### src/rtl/updn_counter_pkg.sv
// Package: shared operation type for the up/down counter.
// Assumes: nothing beyond IEEE 1800-2017 enums.
package updn_counter_pkg;
    typedef enum logic [1:0] {
        OP_CLEAR = 2'd0,
        OP_LOAD  = 2'd1,
        OP_HOLD  = 2'd2,
        OP_STEP  = 2'd3
    } ctr_op_t;
endpackage

### src/rtl/ctr_op_decode.sv
// Module: resolves clear, load, hold and step into one operation using a
// fixed priority. Assumes active-low clear and load, active-high enables.
module ctr_op_decode
    import updn_counter_pkg::*;
(
    input  logic    clear_n,
    input  logic    load_n,
    input  logic    en_count,
    input  logic    en_chain,
    output ctr_op_t op
);
    // Priority: clear over load over hold over step.
    always_comb begin
        if (!clear_n)                 op = OP_CLEAR;
        else if (!load_n)             op = OP_LOAD;
        else if (en_count && en_chain) op = OP_STEP;
        else                          op = OP_HOLD;
    end
endmodule

### src/rtl/ctr_next_value.sv
// Module: computes the next count from the current count and the resolved
// operation. Assumes the arithmetic wraps modulo 2^WIDTH.
module ctr_next_value
    import updn_counter_pkg::*;
#(
    parameter int WIDTH = 4
) (
    input  logic [WIDTH-1:0] cur,
    input  logic [WIDTH-1:0] ld_val,
    input  ctr_op_t          op,
    input  logic             dir_up,
    output logic [WIDTH-1:0] nxt
);
    localparam logic [WIDTH-1:0] ONE = WIDTH'(1);

    // Select the successor value for the requested operation.
    always_comb begin
        unique case (op)
            OP_CLEAR: nxt = '0;
            OP_LOAD:  nxt = ld_val;
            OP_STEP:  nxt = dir_up ? cur + ONE : cur - ONE;
            default:  nxt = cur;
        endcase
    end
endmodule

### src/rtl/ctr_term_detect.sv
// Module: flags the terminal count for the current direction, gated by the
// carry-gating enable. Purely combinational; assumes WIDTH >= 1.
module ctr_term_detect #(
    parameter int WIDTH = 4
) (
    input  logic [WIDTH-1:0] cur,
    input  logic             dir_up,
    input  logic             en_chain,
    output logic             term
);
    logic [WIDTH-1:0] bit_at_end;

    // Each bit matches its end value: 1 when counting up, 0 when counting down.
    for (genvar i = 0; i < WIDTH; i++) begin : g_bit
        assign bit_at_end[i] = (cur[i] == dir_up);
    end

    // All bits at their end value and the carry gate open.
    assign term = en_chain & (&bit_at_end);
endmodule

### src/rtl/updn_counter.sv
// Module: loadable synchronous up/down counter with a chainable terminal
// output. Assumes a single clock; clear_n doubles as the synchronous reset.
module updn_counter
    import updn_counter_pkg::*;
#(
    parameter int WIDTH = 4
) (
    input  logic             clk,
    input  logic             clear_n,
    input  logic             load_n,
    input  logic             en_count,
    input  logic             en_chain,
    input  logic             dir_up,
    input  logic [WIDTH-1:0] d,
    output logic [WIDTH-1:0] q,
    output logic             term_out
);
    localparam logic [WIDTH-1:0] ALL_ONES = {WIDTH{1'b1}};

    ctr_op_t          op;
    logic [WIDTH-1:0] q_nxt;

    ctr_op_decode u_decode (
        .clear_n  (clear_n),
        .load_n   (load_n),
        .en_count (en_count),
        .en_chain (en_chain),
        .op       (op)
    );

    ctr_next_value #(.WIDTH(WIDTH)) u_next (
        .cur    (q),
        .ld_val (d),
        .op     (op),
        .dir_up (dir_up),
        .nxt    (q_nxt)
    );

    ctr_term_detect #(.WIDTH(WIDTH)) u_term (
        .cur      (q),
        .dir_up   (dir_up),
        .en_chain (en_chain),
        .term     (term_out)
    );

    // Count register: takes the resolved next value on every rising edge.
    always_ff @(posedge clk) begin
        q <= q_nxt;
    end

    // clear forces zero on the following cycle.
    p_clear_zero_r1: assert property (@(posedge clk)
        !clear_n |=> (q == '0));

    // load captures the parallel input.
    p_load_capture_r2: assert property (@(posedge clk) disable iff (!clear_n)
        (load_n == 1'b0) |=> (q == $past(d)));

    // without both enables the count holds.
    p_hold_r3: assert property (@(posedge clk) disable iff (!clear_n)
        (load_n && !(en_count && en_chain)) |=> $stable(q));

    // up step adds one with wrap.
    p_step_up_r4: assert property (@(posedge clk) disable iff (!clear_n)
        (load_n && en_count && en_chain && dir_up) |=> (q == $past(q) + 1'b1));

    // down step subtracts one with wrap.
    p_step_down_r4: assert property (@(posedge clk) disable iff (!clear_n)
        (load_n && en_count && en_chain && !dir_up) |=> (q == $past(q) - 1'b1));

    // terminal output only with the carry gate open and at the end value.
    p_term_gate_r5: assert property (@(posedge clk) disable iff (!clear_n)
        term_out |-> (en_chain && (dir_up ? (q == ALL_ONES) : (q == '0))));
endmodule

### config.mk
export PLATFORM = sky130hd
export DESIGN_NAME = updn_counter
export DESIGN_NICKNAME = d
export VERILOG_FILES = /design/src/rtl/updn_counter_pkg.sv /design/src/rtl/ctr_op_decode.sv /design/src/rtl/ctr_next_value.sv /design/src/rtl/ctr_term_detect.sv /design/src/rtl/updn_counter.sv
export SDC_FILE = /design/constraint.sdc
export NUM_CORES = 1
export LEC_CHECK = 0
export BUFFER_PORTS_ARGS = -buffer_cell sky130_fd_sc_hd__buf_2
export CAP_MARGIN = 20
export CORE_AREA = 5 5 42 44
export CTS_BUF_LIST = sky130_fd_sc_hd__clkbuf_16
export DETAILED_ROUTE_END_ITERATION = 7
export DIE_AREA = 0 0 47 49
export PLACE_DENSITY = 0.41
export SETUP_SLACK_MARGIN = 0.15
export SLEW_MARGIN = 20
export SYNTH_ARGS = -nofsm -noshare
export SYNTH_HDL_FRONTEND = slang
export SYNTH_SLANG_ARGS = --single-unit
### constraint.sdc
create_clock -name clk -period 3 [get_ports clk]
set_input_delay 0.3 -clock clk [delete_from_list [all_inputs] [get_ports clk]]
set_output_delay 0.3 -clock clk [all_outputs]
set_load 0.01 [all_outputs]
# Yosys cells after proc, flatten, opt, wreduce, memory -nomap -nowiden

Cells that the tools add are included.

Bits in registers: 4
Output and inout bits: 5

$add $sub $neg: 2
Equality and inequality tests: 6
Muxes and demuxes: 5
Bitwise logic cells: 1
Reduce and logical (&&, ||, !) cells: 4

Operator list:

| cell                  | number |
|---|---|
| $pmux W4 S3           | 1 |
| $add A4 B1 Y4 const B | 1 |
| $eq A1 B1 Y1          | 4 |
| $mux W2               | 2 |
| $mux W4               | 1 |
| $reduce_and A4 Y1     | 1 |
| $sub A4 B1 Y4 const B | 1 |
| $reduce_bool A3 Y1    | 1 |
| $eq A2 B1 Y1 const B  | 1 |
| $eq A2 B2 Y1 const B  | 1 |
| $logic_not A2 Y1      | 1 |
| $and A1 B1 Y1         | 1 |
| $logic_and A1 B1 Y1   | 1 |
| $mux W1               | 1 |

# Depth between registers and ports, before layout

Gate-level depths: netlist of run 1.

Depth in word-level cells: 6
Mapped depth: 5
Gate-level depth less buffers: 5

# Hierarchy

Synthesis of run 1 repeated with hierarchy kept, for this count alone.

Cells, all modules: 37
Area, all modules: 327.8 um2

Modules (own cells, without submodules):

| module          | cells each | instances | area each (um2) | sequential area each (um2) |
|---|---|---|---|---|
| ctr_next_value  | 25         | 1         | 200.2           | 0.0 |
| updn_counter    | 4          | 1         | 80.1            | 80.1 |
| ctr_term_detect | 5          | 1         | 30.0            | 0.0 |
| ctr_op_decode   | 3          | 1         | 17.5            | 0.0 |

# Least setup slack after synthesis of run 1

Ideal clock, no wire load.

Path kind: register to register
From: register q[2]
To: register q[3], data pin
Path slack: 1.606 ns
Setup time: 0.259 ns
Path buffers: 0
Clock period less this slack: 1.394 ns
Data arrival time: 1.135 ns
Cell stages (with the launch flop): 5
Cells stage by stage: edfxtp_1 ha_1 a21oi_1 a211o_1 nand3_1

Word-level cells in the longest chain between the ends: 3
Elaborated cells on any way between the ends: 4
Classes of those cells: add/sub: 2; mux: 2

Ends and longest elaborated chain:

| item                                           | line                 | RTL |
|---|---|---|
| from (decl)                                    | updn_counter.sv:15   | `output logic [WIDTH-1:0] q,` |
| from (signal assigned)                         | updn_counter.sv:48   | `q <= q_nxt;` |
| $sub A4 B1 Y4 or $add A4 B1 Y4 (tied branches) | ctr_next_value.sv:21 | `OP_STEP: nxt = dir_up ? cur + ONE : cur - ONE;` |
| $mux W4 *                                      | ctr_next_value.sv:21 |  |
| $pmux W4 S3 *                                  | ctr_next_value.sv:18 | `unique case (op)` |
| via q_nxt[3]                                   | updn_counter.sv:21   | `logic [WIDTH-1:0] q_nxt;` |

The timed path passes the listed nets; every way through them passes the cells marked *.
A chain may end at the register's enable or synchronous reset.

# Final worst setup path of run 1

From: register q[0]
To: output term_out

Word-level cells in the longest chain between the ends: 3

Ends and longest elaborated chain:

| item              | line                  | RTL |
|---|---|---|
| $eq A1 B1 Y1      | ctr_term_detect.sv:15 | `assign bit_at_end[i] = (cur[i] == dir_up);` |
| $reduce_and A4 Y1 | ctr_term_detect.sv:19 | `assign term = en_chain & (&bit_at_end);` |
| $and A1 B1 Y1     | ctr_term_detect.sv:19 |  |
| to (decl)         | updn_counter.sv:16    | `output logic term_out` |

No other way between the ends.

==> run_results.csv, run 1 <==
group,metric,value,unit
synthesis,synth-edff-count,4,
sta,whs,0.353,ns
global_route,antenna_found_initial,0,
critical_path,path_buf_inv,1,
critical_path,path_class,"reg2out",
floorplan,die_h,49,um
critical_path,cpLargestDelayFamily,"flip-flops",
synthesis,synth.distinct_cells,15,
floorplan,fp.dieW,47,um
sta,rsz0062_at_grt,"no",
cts,holdBufCountCts,0,
synthesis,synth_common_cells,"nand2_1 (5), nand3_1 (5), edfxtp_1 (4)",
flow_run,drv_cap,0,
final_layout,fillers,160,
final_layout,seqCellArea,120,sq um
final_layout,drive_gt1_share,34.7,%
run_status,outcome,"finished clean",
sta,setup_viol,0,
critical_path,rr_worst_depth,4,
final_layout,design_area,464,sq um
detailed_routing,vias,289,
critical_path,critPathSlowestCell,"edfxtp_1",
detailed_routing,routed_wl,728,um
power_and_ir_drop,switching_share,19.9,%
synthesis,synth_top_area_share,40.2,%
sta,drv_slew,0,
sta,finClkSkew,0.00113,ns
critical_path,crit_path_end_kind,"primary output",
cts,cts_made_buffers,3,
critical_path,start_kind,"register",
final_layout,top_regs,"q x4",
critical_path,r2r-end,"q[2]",
global_route,grt_use_total,7.92,%
final_layout,multi_input_area,168,sq um
sta,tightestPinTransition,0.261,ns
sta,hold_violations,0,
hold_path,hp-start,"d[0]",
final_layout,regMostFlops,"q",
detailed_routing,drc,0,
global_route,overflow,0,
floorplan,die_area,2300,sq um
detailed_routing,ant_nets,0,
place,dpl.hpwl,603,um
synthesis,async_flop_share,0,%
synthesis,avgSynthCellArea,9.34,sq um
floorplan,num_rows,14,
global_route,grt_pass1_vias,305,
synthesis,syn_area,299,sq um
place,place_area,389,sq um
critical_path,cp_cell_sequence,"or3_1, a21oi_1, buf_2",
final_layout,final_util,33.1,%
sta,maxSlewHeadroom,82.6,%
sta,max_freq,605,MHz
synthesis,synth-warning-count,0,
detailed_routing,vias_per_cell,4.45,
cts,cts_tree,"done",
cts,clock_sinks,4,
cts,clk_pin_slew,0.03,ns
cts,cts_setup_buffers,0,
cts,insertion_delay,0.22,ns
synthesis,synth.area.top_cells,"edfxtp_1 (40%), ha_1 (8.4%), nand3_1 (8.4%)",
place,place.gp.congestion,0.656,
critical_path,rrSetupSlack,1.60,ns
synthesis,synth_nets,45,
sta,period_needed,1.65,ns
cts,htree_levels,1,
cts,cts_root_buffer,"clkbuf_16",
cts,cts_buffer_depth,2,
final_layout,nets,64,
detailed_routing,firstDrtPassIters,1,
critical_path,arrival,1.35,ns
global_route,grt_max_degree,7,
power_and_ir_drop,intPower,0.257,mW
synthesis,yosys.area.top_type,"edfxtp_1",
place,dpl.cell_count,62,
power_and_ir_drop,combPwrFrac,12.9,%
hold_path,hold-path-endpoint,"q[0]",
power_and_ir_drop,peakVddDrop,0.000327,V
detailed_routing,wl_per_cell,11.2,um
final_layout,fin_cells,65,
synthesis,synth_cells,32,
critical_path,cpPeakStageDelay,0.46,ns
hold_path,hold_depth,3,
critical_path,critPathMaxFanout,6,
final_layout,largest_reg_flops,4,
global_route,grt_pass1_wl,1240,um
power_and_ir_drop,cellPowerDensity,691,nW/um^2
power_and_ir_drop,pwr-share-seq,22.6,%
power_and_ir_drop,p_switching,0.0637,mW
hold_path,hold_path.class,"in2reg",
final_layout,num_antenna_cells,0,
sta,final.period_utilization,55.1,%
cts,cts_resized,0,
power_and_ir_drop,leakage,0.212,nW
critical_path,worst-path-stages,3,
critical_path,worstPathRequired,2.70,ns
critical_path,r2r-start,"q[0]",
floorplan,initial_core_util,21.3,%
detailed_routing,drtIter0Drc,0,
synthesis,synth-main-ff-cell,"edfxtp_1",
final_layout,syn_to_final_growth,55.2,%
floorplan,io_pins,15,
floorplan,core-area,1400,sq um
place,portBuffers,14,
synthesis,synth_seq_cells,4,
synthesis,synth.yosys.seq_area_share,40.2,%
power_and_ir_drop,clockPowerShare,64.5,%
sta,finalSetupTns,0,ns
layout by cell type, fill, tap and decap left out:
master and count:
buf_2 14, nand2_1 5, nand3_1 5, edfxtp_1 4, inv_1 3, o21ai_0 3, clkbuf_16 3, a21oi_1 2
ha_1 2, nand4_1 1, xor2_1 1, nor2b_1 1, xnor2_1 1, a211o_1 1, nand4b_1 1, or3_1 1
fa_1 1
routing by layer:
metal,up-vias,global-route usage (%),part of all wire (%)
met5,-,0,0
met3,5,3.32,13
li1,151,-,-
met1,118,10.2,44
met2,15,8.82,37
met4,0,8.29,5.5
how the worst max path moves through the flow:
stage / from / end / slack (ns)
3_3_place_gp: dir_up / q[3] / 1.46
4_1_cts: q[0] / term_out / 1.34
2_1_floorplan: q[2] / q[3] / 1.61
5_1_grt: q[0] / term_out / 1.23
6_report: q[0] / term_out / 1.35
3_5_place_dp: dir_up / q[3] / 1.45
worst register-to-register path: stages, from the launching register on:
cell      delay [ns]
edfxtp_1        0.43
inv_1           0.09
fa_1            0.40
xor2_1          0.14
o21ai_0         0.08
area by class of cell:
class / count / area share [%]
multi-input cells: 25 / 36.1
well taps: 16 / 4.31
flip-flops and latches: 4 / 25.9
inverters: 3 / 2.43
repair buffers: 14 / 15.1
clock buffers: 3 / 16.2
per-stage QoR:
stage | total power [mW] | worst slack, ns
detailed placement | 0.115 | 1.45
floorplan | 0.0958 | 1.61
global placement | 0.116 | 1.46
finish | 0.321 | 1.35
global route | 0.338 | 1.23
CTS | 0.326 | 1.34
cell families (layout without fill, tap and decap cells):
group	after synthesis	count (layout)	share of synthesized area (%)
simple gates	14	14	23.9
compound gates	6	6	11.3
flops	4	4	40.2
fa+ha+maj	3	3	15.1
buf+inv	3	20	3.77
xor+xnor	2	2	5.86
power by group through the flow:
stage / Clock [mW] / Combinational (mW) / Sequential (mW)
2_1_floorplan: 0 / 0.0207 / 0.0751
6_report: 0.207 / 0.0412 / 0.0726
3_3_place_gp: 0 / 0.0423 / 0.0735
5_1_grt: 0.217 / 0.0478 / 0.0734
4_1_cts: 0.211 / 0.0418 / 0.0727
3_5_place_dp: 0 / 0.0413 / 0.0734
Note: power is estimated with default switching activity, not from simulation.
==> run 2: changes to the inputs <==
- PLACE_DENSITY: 0.41 -> 0.43
- clock period: 3 -> 1.5 ns (I/O delays scaled with it)
==> run 2 against run 1 <==
Net effect:
- design area increased by 15%
- cell count rose by 6.2%
- clock power is 98% higher
- via count up 8.7%
- global-route usage is 0.36 points higher
- utilization grew 5.0 points
- total power is 110% higher
- largest cell class unchanged
- largest power group unchanged
- highest routed layer unchanged
==> run_results.csv, run 2 (synthesis results as in run 1) <==
group,metric,value,unit
sta,rsz0062_at_grt,"yes",
final_layout,num_antenna_cells,0,
final_layout,final_util,38.1,%
cts,cts_buffer_depth,2,
critical_path,path_class,"reg2out",
sta,finClkSkew,0.000667,ns
hold_path,hold_path.class,"in2reg",
final_layout,final_common_cell,"buf_2",
final_layout,syn_to_final_growth,78.7,%
run_status,outcome,"finished clean",
cts,cts_made_buffers,3,
critical_path,worstPathRequired,1.35,ns
power_and_ir_drop,intPower,0.537,mW
flow_run,drv_cap,0,
floorplan,fp.dieW,47,um
sta,max_freq,715,MHz
sta,fin_ws,0.101,ns
floorplan,num_rows,14,
power_and_ir_drop,peakVddDrop,0.000588,V
power_and_ir_drop,combPwrFrac,17.4,%
critical_path,critPathMaxFanout,4,
detailed_routing,firstDrtPassIters,2,
global_route,antenna_found_initial,0,
final_layout,final_cell_mix,"buf_2 (14), nand2_1 (5), nand3_1 (4), edfxtp_1 (4), buf_4 (4)",
final_layout,design_area,534,sq um
final_layout,seqCellArea,120,sq um
critical_path,rrSetupSlack,0.13,ns
cts,clk_pin_slew,0.03,ns
cts,insertion_delay,0.22,ns
power_and_ir_drop,clockPowerShare,61.0,%
place,place_area,402,sq um
detailed_routing,vias,314,
cts,holdBufCountCts,0,
final_layout,nets,68,
sta,setup_viol,0,
floorplan,die_area,2300,sq um
detailed_routing,routed_wl,825,um
detailed_routing,vias_per_cell,4.55,
cts,cts_root_buffer,"clkbuf_16",
global_route,grt_pass1_vias,328,
place,place.gp.congestion,0.628,
place,dpl.hpwl,628,um
sta,finalSetupTns,0,ns
power_and_ir_drop,leakage,0.232,nW
floorplan,initial_core_util,21.3,%
place,dp_slack,0.0725,ns
global_route,grt_pass1_wl,1350,um
final_layout,largest_reg_flops,4,
cts,clock_sinks,4,
hold_path,hold_depth,3,
floorplan,die_h,49,um
sta,period_needed,1.40,ns
place,dpl.cell_count,62,
critical_path,crit_path_end_kind,"primary output",
final_layout,fin_cells,69,
floorplan,core-area,1400,sq um
global_route,grt_use_total,8.27,%
global_route,grt_max_degree,6,
final_layout,fillers,151,
power_and_ir_drop,switching_share,20.1,%
detailed_routing,drc,0,
final_layout,drive_gt1_share,50.9,%
place,portBuffers,14,
detailed_routing,drtIter0Drc,5,
final_layout,regMostFlops,"q",
cts,cts_tree,"done",
global_route,overflow,0,
final_layout,multi_input_area,208,sq um
final_layout,top_regs,"q x4",
sta,drv_slew,0,
sta,hold_violations,0,
critical_path,r2r-start,"q[0]",
cts,htree_levels,1,
critical_path,start_kind,"register",
power_and_ir_drop,pwr-share-seq,21.6,%
power_and_ir_drop,p_switching,0.135,mW
detailed_routing,wl_per_cell,12.0,um
hold_path,hold-path-endpoint,"q[0]",
critical_path,arrival,1.25,ns
sta,final.period_utilization,93.3,%
power_and_ir_drop,cellPowerDensity,1260,nW/um^2
sta,maxSlewHeadroom,82.8,%
floorplan,io_pins,15,
hold_path,hp-start,"d[0]",
critical_path,rr_worst_depth,3,
critical_path,r2r-end,"q[1]",
sta,tightestPinTransition,0.257,ns
detailed_routing,ant_nets,0,
run 2: changes by cell type in the layout (fill, tap and decap cells not counted):
cell | previous run | this run
a21oi_1 | 2 | 0
a21oi_2 | 0 | 2
buf_4 | 0 | 4
fa_1 | 1 | 0
fa_2 | 0 | 1
ha_1 | 2 | 0
ha_4 | 0 | 2
nand3_1 | 5 | 4
nand3_2 | 0 | 1
run 2: critical path, stage by stage, from the launching register on:
cell and delay [ns]:
edfxtp_1 0.41, ha_4 0.32, nand3_2 0.08, a21oi_2 0.09, buf_2 0.13
run 2: stage by stage:
step                      hold slack (ns)  power, mW
after detailed placement            0.431      0.234
after global routing                0.230      0.700
final                               0.205      0.672
after global placement              0.433      0.237
after floorplan                     0.335      0.196
after CTS                           0.205      0.672
run 2: worst max path at each step:
stage | to | slack (ns) | start | depth (start not counted)
floorplan | q[2] | 0.15 | q[0] | 4
global placement | q[2] | 0.07 | q[0] | 4
detailed placement | q[2] | 0.07 | q[0] | 4
CTS | term_out | 0.09 | q[0] | 3
global route | term_out | 0.04 | q[2] | 4
finish | term_out | 0.10 | q[2] | 4
run 2: power by group through the flow:
stage	clock, mW	combinational, mW	sequential [mW]
2_1_floorplan	0	0.0452	0.151
3_3_place_gp	0	0.0885	0.148
3_5_place_dp	0	0.0859	0.148
4_1_cts	0.414	0.112	0.146
5_1_grt	0.421	0.131	0.147
6_report	0.410	0.117	0.145
run 2: what timing repair did:
action                     CTS  global route
gates resized for setup      4             1
setup endpoints to repair    3             4
buffers inserted             3             1
pin swaps                    5             1
run 2: routing by layer:
metal / vias to the layer above / share of wire (%) / GRT usage (%) / wire (um)
met4: 0 / 0.61 / 4.15 / 5
met3: 2 / 11 / 2.58 / 89
met2: 13 / 48 / 12.9 / 398
met5: - / 0 / 0 / 0
met1: 140 / 40 / 9.80 / 332
li1: 159 / - / - / -
run 2: layout make-up:
type	instances	share of cell area, %
multi-input combinational	25	38.9
sequential	4	22.5
timing repair buffer	18	18.7
clock buffer	3	14.1
tap	16	3.75
inverter	3	2.11
